===== src/rtl/wsg_pkg.sv =====
package wsg_pkg;
    typedef enum logic [2:0] {
        ST_READ      = 3'd0,
        ST_PROG      = 3'd1,
        ST_ERASE     = 3'd2,
        ST_SUSP      = 3'd3,
        ST_SUSP_PROG = 3'd4,
        ST_SETTLE    = 3'd5
    } wsg_state_t;

    localparam int POLL_BIT = 7;
    localparam int TOG_BIT  = 6;
    localparam int ALT_BIT  = 2;
endpackage


===== src/rtl/wsg_fsm.sv =====
module wsg_fsm
    import wsg_pkg::*;
#(
    parameter int SETTLE_CYC = 125
) (
    input  logic       clk,
    input  logic       rst_n,
    input  logic       start_prog,
    input  logic       prog_poll_bit,
    input  logic       start_erase,
    input  logic       op_done,
    input  logic       erase_suspend,
    input  logic       erase_resume,
    output wsg_state_t state,
    output logic       poll_bit_q
);
    localparam int CW = (SETTLE_CYC < 2) ? 1 : $clog2(SETTLE_CYC);
    localparam logic [CW-1:0] CNT_LAST = CW'(SETTLE_CYC - 1);

    wsg_state_t    state_nx;
    logic [CW-1:0] cnt_q;
    logic          take_prog;

    always_comb begin
        state_nx  = state;
        take_prog = 1'b0;
        unique case (state)
            ST_READ: begin
                if (start_prog) begin
                    state_nx  = ST_PROG;
                    take_prog = 1'b1;
                end else if (start_erase) begin
                    state_nx = ST_ERASE;
                end
            end
            ST_PROG:      if (op_done) state_nx = ST_SETTLE;
            ST_ERASE: begin
                if (op_done)            state_nx = ST_READ;
                else if (erase_suspend) state_nx = ST_SUSP;
            end
            ST_SUSP: begin
                if (erase_resume) begin
                    state_nx = ST_ERASE;
                end else if (start_prog) begin
                    state_nx  = ST_SUSP_PROG;
                    take_prog = 1'b1;
                end
            end
            ST_SUSP_PROG: if (op_done) state_nx = ST_SUSP;
            ST_SETTLE:    if (cnt_q == CNT_LAST) state_nx = ST_READ;
            default:      state_nx = ST_READ;
        endcase
    end

    always_ff @(posedge clk or negedge rst_n) begin
        if (!rst_n) begin
            state      <= ST_READ;
            cnt_q      <= '0;
            poll_bit_q <= 1'b0;
        end else begin
            state <= state_nx;
            if (take_prog) poll_bit_q <= prog_poll_bit;
            if (state == ST_SETTLE) cnt_q <= cnt_q + 1'b1;
            else                    cnt_q <= '0;
        end
    end

    assert_done_beats_suspend_R10: assert property (@(posedge clk) disable iff (!rst_n)
        (state == ST_ERASE && op_done) |=> (state == ST_READ));
    assert_resume_beats_prog_R10: assert property (@(posedge clk) disable iff (!rst_n)
        (state == ST_SUSP && erase_resume) |=> (state == ST_ERASE));
    assert_susp_prog_returns_R8: assert property (@(posedge clk) disable iff (!rst_n)
        (state == ST_SUSP_PROG && op_done) |=> (state == ST_SUSP));
endmodule


===== src/rtl/wsg_toggle.sv =====
module wsg_toggle
    import wsg_pkg::*;
(
    input  logic       clk,
    input  logic       rst_n,
    input  logic       ce_n,
    input  logic       oe_n,
    input  wsg_state_t state,
    input  logic       addr_in_susp,
    output logic       tog_main,
    output logic       tog_alt
);
    logic rd_now, rd_d, rd_end;
    logic main_run, alt_run;

    assign rd_now = ~ce_n & ~oe_n;
    assign rd_end = rd_d & ~rd_now;

    always_comb begin
        main_run = 1'b0;
        alt_run  = 1'b0;
        unique case (state)
            ST_PROG, ST_SUSP_PROG: main_run = 1'b1;
            ST_ERASE: begin
                main_run = 1'b1;
                alt_run  = 1'b1;
            end
            ST_SUSP:  alt_run = addr_in_susp;
            default: begin
                main_run = 1'b0;
                alt_run  = 1'b0;
            end
        endcase
    end

    always_ff @(posedge clk or negedge rst_n) begin
        if (!rst_n) begin
            rd_d     <= 1'b0;
            tog_main <= 1'b0;
            tog_alt  <= 1'b0;
        end else begin
            rd_d <= rd_now;
            if (rd_end && main_run) tog_main <= ~tog_main;
            if (rd_end && alt_run)  tog_alt  <= ~tog_alt;
        end
    end

    assert_no_read_no_step_R11: assert property (@(posedge clk) disable iff (!rst_n)
        (!rd_d) |=> ($stable(tog_main) && $stable(tog_alt)));
    assert_main_quiet_idle_R4: assert property (@(posedge clk) disable iff (!rst_n)
        (state == ST_READ || state == ST_SUSP || state == ST_SETTLE) |=> $stable(tog_main));
endmodule


===== src/rtl/wsg_outmux.sv =====
module wsg_outmux
    import wsg_pkg::*;
#(
    parameter int DW = 16
) (
    input  wsg_state_t    state,
    input  logic          poll_bit_q,
    input  logic          tog_main,
    input  logic          tog_alt,
    input  logic          addr_in_susp,
    input  logic [DW-1:0] array_q,
    output logic [DW-1:0] dq
);
    always_comb begin
        dq = '0;
        unique case (state)
            ST_READ: dq = array_q;
            ST_PROG, ST_SUSP_PROG: begin
                dq[POLL_BIT] = ~poll_bit_q;
                dq[TOG_BIT]  = tog_main;
                dq[ALT_BIT]  = tog_alt;
            end
            ST_ERASE: begin
                dq[POLL_BIT] = 1'b0;
                dq[TOG_BIT]  = tog_main;
                dq[ALT_BIT]  = tog_alt;
            end
            ST_SUSP: begin
                if (addr_in_susp) begin
                    dq[POLL_BIT] = 1'b1;
                    dq[TOG_BIT]  = 1'b1;
                    dq[ALT_BIT]  = tog_alt;
                end else begin
                    dq = array_q;
                end
            end
            ST_SETTLE: begin
                dq[POLL_BIT] = poll_bit_q;
                dq[TOG_BIT]  = tog_main;
                dq[ALT_BIT]  = tog_alt;
            end
            default: dq = array_q;
        endcase
    end
endmodule


===== src/rtl/flash_wstat_gen.sv =====
module flash_wstat_gen
    import wsg_pkg::*;
#(
    parameter int DW         = 16,
    parameter int SETTLE_CYC = 125
) (
    input  logic          clk,
    input  logic          rst_n,
    input  logic          ce_n,
    input  logic          oe_n,
    input  logic          start_prog,
    input  logic          prog_poll_bit,
    input  logic          start_erase,
    input  logic          op_done,
    input  logic          erase_suspend,
    input  logic          erase_resume,
    input  logic          addr_in_susp,
    input  logic [DW-1:0] array_q,
    output logic [DW-1:0] dq,
    output logic          dq_oe
);
    wsg_state_t state;
    logic       poll_bit_q, tog_main, tog_alt;

    wsg_fsm #(.SETTLE_CYC(SETTLE_CYC)) u_fsm (
        .clk(clk), .rst_n(rst_n),
        .start_prog(start_prog), .prog_poll_bit(prog_poll_bit),
        .start_erase(start_erase), .op_done(op_done),
        .erase_suspend(erase_suspend), .erase_resume(erase_resume),
        .state(state), .poll_bit_q(poll_bit_q)
    );

    wsg_toggle u_tog (
        .clk(clk), .rst_n(rst_n), .ce_n(ce_n), .oe_n(oe_n),
        .state(state), .addr_in_susp(addr_in_susp),
        .tog_main(tog_main), .tog_alt(tog_alt)
    );

    wsg_outmux #(.DW(DW)) u_mux (
        .state(state), .poll_bit_q(poll_bit_q),
        .tog_main(tog_main), .tog_alt(tog_alt),
        .addr_in_susp(addr_in_susp), .array_q(array_q), .dq(dq)
    );

    assign dq_oe = ~ce_n & ~oe_n;

    assert_prog_poll_inv_R2: assert property (@(posedge clk) disable iff (!rst_n)
        (state == ST_PROG || state == ST_SUSP_PROG) |-> (dq[POLL_BIT] != poll_bit_q));
    assert_erase_poll_low_R3: assert property (@(posedge clk) disable iff (!rst_n)
        (state == ST_ERASE) |-> (dq[POLL_BIT] == 1'b0));
    assert_susp_sector_ones_R6: assert property (@(posedge clk) disable iff (!rst_n)
        (state == ST_SUSP && addr_in_susp) |-> (dq[POLL_BIT] && dq[TOG_BIT]));
    assert_settle_true_poll_R9: assert property (@(posedge clk) disable iff (!rst_n)
        (state == ST_SETTLE) |-> (dq[POLL_BIT] == poll_bit_q));
endmodule


===== config.mk =====
export PLATFORM = sky130hd
export DESIGN_NAME = flash_wstat_gen
export DESIGN_NICKNAME = d
export VERILOG_FILES = /design/src/rtl/wsg_pkg.sv /design/src/rtl/wsg_fsm.sv /design/src/rtl/wsg_toggle.sv /design/src/rtl/wsg_outmux.sv /design/src/rtl/flash_wstat_gen.sv
export SDC_FILE = /design/constraint.sdc
export NUM_CORES = 1
export LEC_CHECK = 0
export BUFFER_PORTS_ARGS = -buffer_cell sky130_fd_sc_hd__buf_2
export CORE_ASPECT_RATIO = 0.75
export CORE_UTILIZATION = 47
export CTS_CLUSTER_DIAMETER = 150
export DETAILED_ROUTE_END_ITERATION = 8
export GPL_TIMING_DRIVEN = 0
export PLACE_DENSITY = 0.91
export SLEW_MARGIN = 10
export SYNTH_ARGS = -nofsm -noshare
export SYNTH_HDL_FRONTEND = slang
export SYNTH_SLANG_ARGS = --single-unit
export TNS_END_PERCENT = 5

===== constraint.sdc =====
create_clock -name clk -period 1.71 [get_ports clk]
set_input_delay 0.0855 -clock clk [delete_from_list [all_inputs] [get_ports clk]]
set_output_delay 0.0855 -clock clk [all_outputs]
set_load 0.01 [all_outputs]

==> results.yml <==
synth:
  seq_area_frac_synth: 0.344
  synth_cells: 117
  synth-xor-area-share: 0.0687
  ys_warn_count: 0
  synth_area_leader_cell: "dfrtp_1"
  syn_nets: 146
  synth_compound_area_frac: 0.164
  synth_common_cells: "dfrtp_1, nor2b_1, nor2_1"
  yosys.area_share.simple: 0.272
  synthAdderAreaFrac: 0.0245
  synthFlopType: "dfrtp_1"
  synth_top_family_by_area: "simple AND/OR/NAND/NOR gates"
  synth-seq-cells: 14
  synth_top_area_share: 0.344
  netlist_area_um2: 1020
  synthArstFlopShare: 1.00
  synthTopCellsByArea: "dfrtp_1, nor2b_1, xor2_1"
  synth.mux.area_fraction: 0.0442
  synth.avg_cell_area_um2: 8.72
  synth_edf_count: 0
  synth_cell_types: 36
finish:
  antenna_cells: 0
  nNetsFinal: 202
  fillers: 152
  syn2layout_area_growth_pct: 38.0
  layout-drive-gt1-share: 0.401
pwr:
  leakagePower_uw: 0.000695
  internal-power_uw: 1160
  ir_drop_mv: 0.990
  p_per_area_nw_per_um2: 1440
  switching_share: 0.428
  switching_power_uw: 870
  p_comb_frac: 0.642
  clockPowerShare: 0.119
  finalPower_uw: 2030
  power.share.sequential: 0.239
place:
  dp_hpwl_mm: 1.84
  portBuffers: 43
  globalplace.congestion: 0.785
worst_setup_path:
  crit_family: "flip-flops"
  critPathMaxFanout: 4
  critical_path.max_stage_delay_ns: 0.43
  arrival_ns: 1.63
  cp_common_cell: "o21ai_4"
  critPathKind: "reg2out"
  cp-start-kind: "register"
  cp_slowest_cell: "dfrtp_1"
  critPathCaptureType: "primary output"
  required_ns: 1.62
  startpoint: "u_fsm.state[2]"
  reg2reg_from: "u_fsm.state[0]"
  cp_num_buf_inv: 1
  path_cells: "and2b_4, o21ai_4, o21ai_4, mux2_4, buf_6"
routing:
  drcViolationCount: 0
  wirelength_mm: 2.57
  drt-initial-drc-count: 32
  vias: 1020
  via_per_inst: 5.20
  dr.pass1.iters: 4
  ant_nets: 0
  routedWlPerCell_um: 13.1
clock_tree:
  clock_path_buffers: 2
  cts-buffers-inserted: 3
  cts_tree: "yes"
  htreeDepth: 1
  clock-sinks: 14
  clk_pin_slew_ns: 0.09
  root_buffer: "clkbuf_4"
  clock_latency_ns: 0.29
timing:
  tightest_slew_ns: 0.319
  maxSlewHeadroom: 0.788
  maxSlewViolCount: 0
  worst_slack_ns: -0.00161
  hold_viol: 0
  whs_ns: 0.106
  rsz0062_at_grt: "yes"
  min_period_over_period: 1.00
  fin_tns_setup_ns: -0.00161
  period_minus_slack_ns: 1.71
  max_freq_mhz: 584
  setup_viol: 1
  skew_ns: 0.0111
die:
  die_y_um: 42.3
  initial_core_util: 0.502
  die_area_um2: 2360
  dieWidth_um: 55.8
  fp-row-count: 14
  num_io_pins: 44
  core_area_um2: 2030
global_routing:
  grt_pass1_wl_mm: 4.06
  grt.overflow.total: 0
  grt_pass1_vias: 984
  antenna_found_initial: 0
  grt_use_total: 0.227
  grt_max_degree: 15
run:
  drv_cap: 0
hold_path:
  worstHoldPathType: "in2reg"
  hp-start: "op_done"
outcome:
  status: "complete, but fails checks"
  violations: "setup timing"
cell usage in the layout (no fill, tap or decap), types with 5 or more instances in the layout:
master    n
dfrtp_1  14
nor2b_1  13
nor2_1   12
o21ai_0   9
inv_1     7
buf_2    44
nand2_1   6
a21oi_1   5
buf_4     5
xor2_1    7
routing by layer:
metal | GRT usage | routed length [um] | up-vias | part of all wire
li1 | - | - | 502 | -
met1 | 0.261 | 1160 | 481 | 0.45
met2 | 0.366 | 1230 | 25 | 0.48
met3 | 0.0648 | 80 | 12 | 0.031
met4 | 0.160 | 91 | 0 | 0.035
met5 | 0 | 0 | - | 0
registers in the layout, summed over array words and instances, names as in the netlist:
signal            cells
u_fsm.poll_bit_q      1
u_fsm.state           3
u_tog.tog_alt         1
u_tog.tog_main        1
u_fsm.cnt_q           7
u_tog.rd_d            1
power by group through the flow:
| stage | Clock [uW] | Combinational, uW | Sequential [uW] |
|---|---|---|---|
| 2_1_floorplan | 0 | 817 | 473 |
| 3_3_place_gp | 0 | 1070 | 486 |
| 3_5_place_dp | 0 | 1120 | 495 |
| 4_1_cts | 254 | 1210 | 483 |
| 5_1_grt | 269 | 1420 | 492 |
| 6_report | 243 | 1300 | 485 |
layout make-up:
type	count	area, um^2	area share
Buffer	6	51.3	0.0364
Clock buffer	4	36.3	0.0258
Tap cell	24	30.0	0.0213
Sequential cell	14	350	0.249
Multi-Input combinational cell	89	606	0.430
Timing Repair Buffer	51	302	0.214
Inverter	8	32.5	0.0231
path summary, 6_finish.rpt:
check	to	slack, ns	cells after the start
setup / recovery	dq[2]	-0.002	5
hold / removal	u_fsm.state[2]	0.11	3
setup reg to reg	u_fsm.state[1]	0.37	4
hold reg to reg	u_tog.tog_alt	0.48	1
max in group asynchronous	u_fsm.cnt_q[4]	1.25	2
min in group asynchronous	u_fsm.state[1]	0.21	2
metrics by stage:
step,setup slack [ns],utilization,cell area (um^2),cells
finish,-0.00161,0.693,1410,196
floorplan,0.474,-,1020,117
global route,-0.0494,0.693,1410,196
CTS,0.00180,0.671,1360,193
global placement,0.296,0.623,1260,184
detailed placement,0.261,0.623,1260,184
timing repair:
item | in CTS | in global routing
setup endpoints to repair | 2 | 14
hold buffers | 3 | 0
gates resized for setup | 3 | 2
hold endpoints to repair | 15 | 0
setup buffers | 2 | 3
tightest hold or removal path: stages:
cell and delay, ns:
buf_2 0.10, o2111ai_1 0.12, o41ai_2 0.06
cell families (layout without fill, tap and decap cells):
| family | Yosys count | count (layout) |
|---|---|---|
| XOR/XNOR | 8 | 8 |
| adder cells (fa/ha/maj) | 2 | 2 |
| buffers and inverters | 14 | 69 |
| AND/OR/NAND/NOR | 50 | 50 |
| multiplexers | 4 | 4 |
| flip-flops | 14 | 14 |
| AO/OA/AOI/OAI | 25 | 25 |
No activity file was read; power rests on OpenSTA's default activity.
